**src/rtl/strobe_alu_pkg.sv**
```systemverilog
package strobe_alu_pkg;

    localparam int SALU_DW      = 8;
    localparam int SALU_NUM_OPS = 4;
    localparam int SALU_OPW     = $clog2(SALU_NUM_OPS);

    typedef enum logic [SALU_OPW-1:0] {
        OP_SUM  = 2'b00,
        OP_PROD = 2'b01,
        OP_OR   = 2'b10,
        OP_AND  = 2'b11
    } salu_op_e;

endpackage

```
**src/rtl/salu_capture.sv**
```systemverilog
module salu_capture
    import strobe_alu_pkg::*;
#(
    parameter int DW = SALU_DW
) (
    input  logic                clk_i,
    input  logic                rst_ni,
    input  logic                start_i,
    input  logic [SALU_OPW-1:0] op_i,
    input  logic [DW-1:0]       a_i,
    input  logic [DW-1:0]       b_i,
    output logic [SALU_OPW-1:0] op_o,
    output logic [DW-1:0]       a_o,
    output logic [DW-1:0]       b_o
);

    typedef struct packed {
        logic [SALU_OPW-1:0] op;
        logic [DW-1:0]       a;
        logic [DW-1:0]       b;
    } cap_t;

    cap_t cap_d, cap_q;

    always_comb begin
        cap_d = cap_q;
        if (start_i) begin
            cap_d.op = op_i;
            cap_d.a  = a_i;
            cap_d.b  = b_i;
        end
        if (!rst_ni) begin
            cap_d = '0;
        end
    end

    always_ff @(posedge clk_i) begin
        cap_q <= cap_d;
    end

    assign op_o = cap_q.op;
    assign a_o  = cap_q.a;
    assign b_o  = cap_q.b;

endmodule

```
**src/rtl/salu_datapath.sv**
```systemverilog
module salu_datapath
    import strobe_alu_pkg::*;
#(
    parameter int DW = SALU_DW
) (
    input  logic [SALU_OPW-1:0] op_i,
    input  logic [DW-1:0]       a_i,
    input  logic [DW-1:0]       b_i,
    output logic [2*DW-1:0]     res_o
);

    localparam int RW = 2 * DW;
    localparam int SW = DW + 1;

    logic [RW-1:0] lane [SALU_NUM_OPS];

    // One lane per operation code; each lane zero-extends to the bus width.
    for (genvar i = 0; i < SALU_NUM_OPS; i++) begin : g_lane
        if (i == int'(OP_SUM)) begin : g_sum
            logic [SW-1:0] sum;
            assign sum     = {1'b0, a_i} + {1'b0, b_i};
            assign lane[i] = RW'(sum);
        end else if (i == int'(OP_PROD)) begin : g_prod
            assign lane[i] = RW'(a_i) * RW'(b_i);
        end else if (i == int'(OP_OR)) begin : g_or
            assign lane[i] = RW'(a_i | b_i);
        end else begin : g_and
            assign lane[i] = RW'(a_i & b_i);
        end
    end

    assign res_o = lane[op_i];

endmodule

```
**src/rtl/salu_outreg.sv**
```systemverilog
module salu_outreg #(
    parameter int RW = 16
) (
    input  logic          clk_i,
    input  logic          rst_ni,
    input  logic [RW-1:0] res_i,
    output logic [RW-1:0] res_o
);

    logic [RW-1:0] res_d, res_q;

    always_comb begin
        res_d = res_i;
        if (!rst_ni) begin
            res_d = '0;
        end
    end

    always_ff @(posedge clk_i) begin
        res_q <= res_d;
    end

    assign res_o = res_q;

endmodule

```
**src/rtl/strobe_alu.sv**
```systemverilog
module strobe_alu
    import strobe_alu_pkg::*;
#(
    parameter int DW = SALU_DW
) (
    input  logic                clk_i,
    input  logic                rst_ni,
    input  logic                start_i,
    input  logic [SALU_OPW-1:0] op_i,
    input  logic [DW-1:0]       a_i,
    input  logic [DW-1:0]       b_i,
    output logic [2*DW-1:0]     res_o
);

    localparam int RW = 2 * DW;

    logic [SALU_OPW-1:0] cap_op;
    logic [DW-1:0]       cap_a;
    logic [DW-1:0]       cap_b;
    logic [RW-1:0]       comb_res;

    salu_capture #(.DW(DW)) u_capture (
        .clk_i   (clk_i),
        .rst_ni  (rst_ni),
        .start_i (start_i),
        .op_i    (op_i),
        .a_i     (a_i),
        .b_i     (b_i),
        .op_o    (cap_op),
        .a_o     (cap_a),
        .b_o     (cap_b)
    );

    salu_datapath #(.DW(DW)) u_datapath (
        .op_i  (cap_op),
        .a_i   (cap_a),
        .b_i   (cap_b),
        .res_o (comb_res)
    );

    salu_outreg #(.RW(RW)) u_outreg (
        .clk_i  (clk_i),
        .rst_ni (rst_ni),
        .res_i  (comb_res),
        .res_o  (res_o)
    );

endmodule

```
**config.mk**
```make
export PLATFORM = sky130hd
export DESIGN_NAME = strobe_alu
export DESIGN_NICKNAME = d
export VERILOG_FILES = /design/src/rtl/strobe_alu_pkg.sv /design/src/rtl/salu_capture.sv /design/src/rtl/salu_datapath.sv /design/src/rtl/salu_outreg.sv /design/src/rtl/strobe_alu.sv
export SDC_FILE = /design/constraint.sdc
export NUM_CORES = 1
export LEC_CHECK = 0
export ABC_AREA = 1
export BUFFER_PORTS_ARGS = -buffer_cell sky130_fd_sc_hd__buf_2
export CORE_MARGIN = 2
export CORE_UTILIZATION = 30
export CTS_CLUSTER_DIAMETER = 100
export CTS_CLUSTER_SIZE = 25
export DETAILED_ROUTE_END_ITERATION = 10
export PLACE_DENSITY = 0.56
export SKIP_LAST_GASP = 1
export SLEW_MARGIN = 15
export SYNTH_ARGS = -nofsm -noshare
export SYNTH_HDL_FRONTEND = slang
export SYNTH_SLANG_ARGS = --single-unit
```
**constraint.sdc**
```tcl
create_clock -name clk_i -period 4.45 [get_ports clk_i]
set_clock_uncertainty 0.15 [all_clocks]
set_input_delay 0.445 -clock clk_i [delete_from_list [all_inputs] [get_ports clk_i]]
set_output_delay 0.445 -clock clk_i [all_outputs]
set_load 0.005 [all_outputs]
```
==> reports/results.ini <==
[critical_path]
worst-r2r-cell-count=16
worstPathRequired_ns=4.48
cp-end-kind=flop
cp_max_fo=9
path_class=flop to flop
worstPathArrival_ns=4.24
cp-start-kind=flop

[grt]
grt-ovfl-total=0
grt_use_total_pct=14.6
grt_max_degree=37
antenna_found_initial=0
grt_pass1_vias=3416
grt_pass1_wl_um=16600

[min_path]
whs_path_depth=3
hold_path.class=input port to flop

[cells_and_area]
register_area_um2=687
final_common_cell=inv_1
area_delta_synth_final_pct=13.8
fin_util_pct=34.6
mostFrequentLayoutCells=inv_1, nand2_1, ha_1
multi_input_area_um2=2650
final_nets=709
drive_above_1_share_pct=11.5
antenna_cells=0
fillCellCount=1385

[floorplanning]
die_x_um=119
die_h_um=119
dieArea_um2=14200
ios=37
coreArea_um2=13100
rows=42
initial_utilization_pct=30.4

[timing]
fin_setup_tns_ns=0
fmax_mhz=238
finalMaxSlewViolations=0
hold_violations=0
grt_setup_unrepaired=no
holdWs_ns=0.286
tightest_slew_ns=0.820
max-slew-margin-rel_pct=45.0
setup_viol=0
setup_slack_ns=0.243
post-route-period-util_pct=94.5
fin_crit_ns=4.21

[synthesis]
synth.largest_area_cell=fa_1
ys_seq_area_share_pct=17.1
synth_area_leaders=fa_1, dfxtp_1, ha_1, inv_1, nand2_1
synth_compound_area_share_pct=11.0
ys_types=29
netlist.area_leader.share_pct=18.6
synth_top_family_by_area=adder cells
avgSynthCellArea_um2=6.95
synthCells=572
yosys.area_share.simple_pct=19.6
synth-seq-cells=34
syn_nets=682
yosys-mux-area-fraction_pct=0
syn-cell-area_um2=3980
synth_fa_ha_area_share_pct=35.0
synthXorXnorAreaFrac_pct=0.881
yosysWarnings=0

[clock_network]
cts_resized=0
clk_pin_slew_ns=0.06
cts_tree=built
hold_buffers=0
htreeDepth=2
post_cts_buffers=0
cts_root_buffer=clkbuf_16
clockBufferDepth=2
cts.sink_count=34
cts_buffers=5
clk_latency_ns=0.29

[routing]
wire_per_inst_um=12.7
vias=3463
first_pass_iters=4
drt_iter0_drc=203
drc_errors=0
drtAntennaViolNets=0
wirelength_um=9840
via_per_inst=4.46

[run_status]
status=finished clean

[power_and_ir_drop]
p_per_area_nw_per_um2=241
p_leak_nw=2.69
ir_drop_mv=0.117
totalPowerFinal_w=0.00109

[place]
gp_congestion=0.914
io_buffer_count=36
dpl.hpwl_um=8200
dpl_worst_slack_ns=0.186

[job]
cap_violations=0

==> cells by family (layout without fill, tap and decap cells) <==
logic type      count (synthesis)  count (layout)
xor+xnor                        4               4
buf+inv                       173             201
compound gates                 83              83
simple gates                  189             189
fa+ha+maj                      89              89
flops                          34              34
==> stage by stage <==
step	instance area [um^2]	std cells
finish	4530	776
floorplan	3980	572
detailed placement	4350	768
global route	4530	776
CTS	4520	776
global placement	4350	768
==> worst paths after layout <==
path | startpoint | to | slack, ns
worst min-delay path | op_i[1] | u_capture.op_o[1] | 0.29
worst min register to register | u_capture.b_o[6] | u_capture.b_o[6] | 0.42
worst max register to register | u_capture.b_o[2] | u_outreg.res_o[13] | 0.24
worst max-delay path | u_capture.b_o[2] | u_outreg.res_o[13] | 0.24
==> worst max-delay path: stages, from the launching register on <==
cell     delay [ns]
dfxtp_1        0.59
nand2_1        0.13
fa_1           0.46
fa_1           0.49
inv_1          0.05
fa_1           0.53
inv_1          0.05
fa_1           0.52
inv_1          0.04
ha_1           0.38
nand2_1        0.14
nor3_1         0.19
nand3_1        0.11
nand3_1        0.12
nand2_1        0.06
nand2_1        0.06
nor2_1         0.04
==> per-layer routing <==
metal	global-route usage, %	part of all wire [%]	up-vias
li1	-	-	1769
met1	20.1	48	1611
met2	23.9	46	70
met3	2.06	3.9	13
met4	3.94	1.7	0
met5	0	0	-
==> cell usage after synthesis, drive strengths merged <==
| library cell | count |
|---|---|
| o211ai | 2 |
| nor3 | 2 |
| ha | 52 |
| nand4 | 2 |
| dfxtp | 34 |
| fa | 37 |
| nor2 | 29 |
| nand3b | 1 |
| o21ai | 36 |
| clkbuf | 21 |
| buf | 4 |
| xnor2 | 4 |
| or2 | 1 |
| o21bai | 2 |
| a31oi | 1 |
| nand3 | 24 |
| inv | 147 |
| clkinv | 1 |
| a21oi | 42 |
| nand2 | 130 |
==> flip-flops by register name, indices dropped and copies added (netlist names) <==
name            cells
u_capture.b_o       8
u_outreg.res_o     16
u_capture.a_o       8
u_capture.op_o      2
==> report_power, final <==
part           switching [W]  total [W]  internal, W  leakage (nW)
clock               0.000149   0.000413     0.000264        0.0760
combinational       0.000198   0.000321     0.000123          2.33
sequential         0.0000298   0.000358     0.000328         0.282
==> final cells by class <==
type,count,area share (%)
clock buffer,5,2.76
clock inverter,3,0.995
inverter,148,12.3
multi-input combinational,365,58.4
sequential,34,15.2
tap,176,4.87
timing repair buffer,45,5.47
Note: power is estimated with default switching activity, not from simulation.
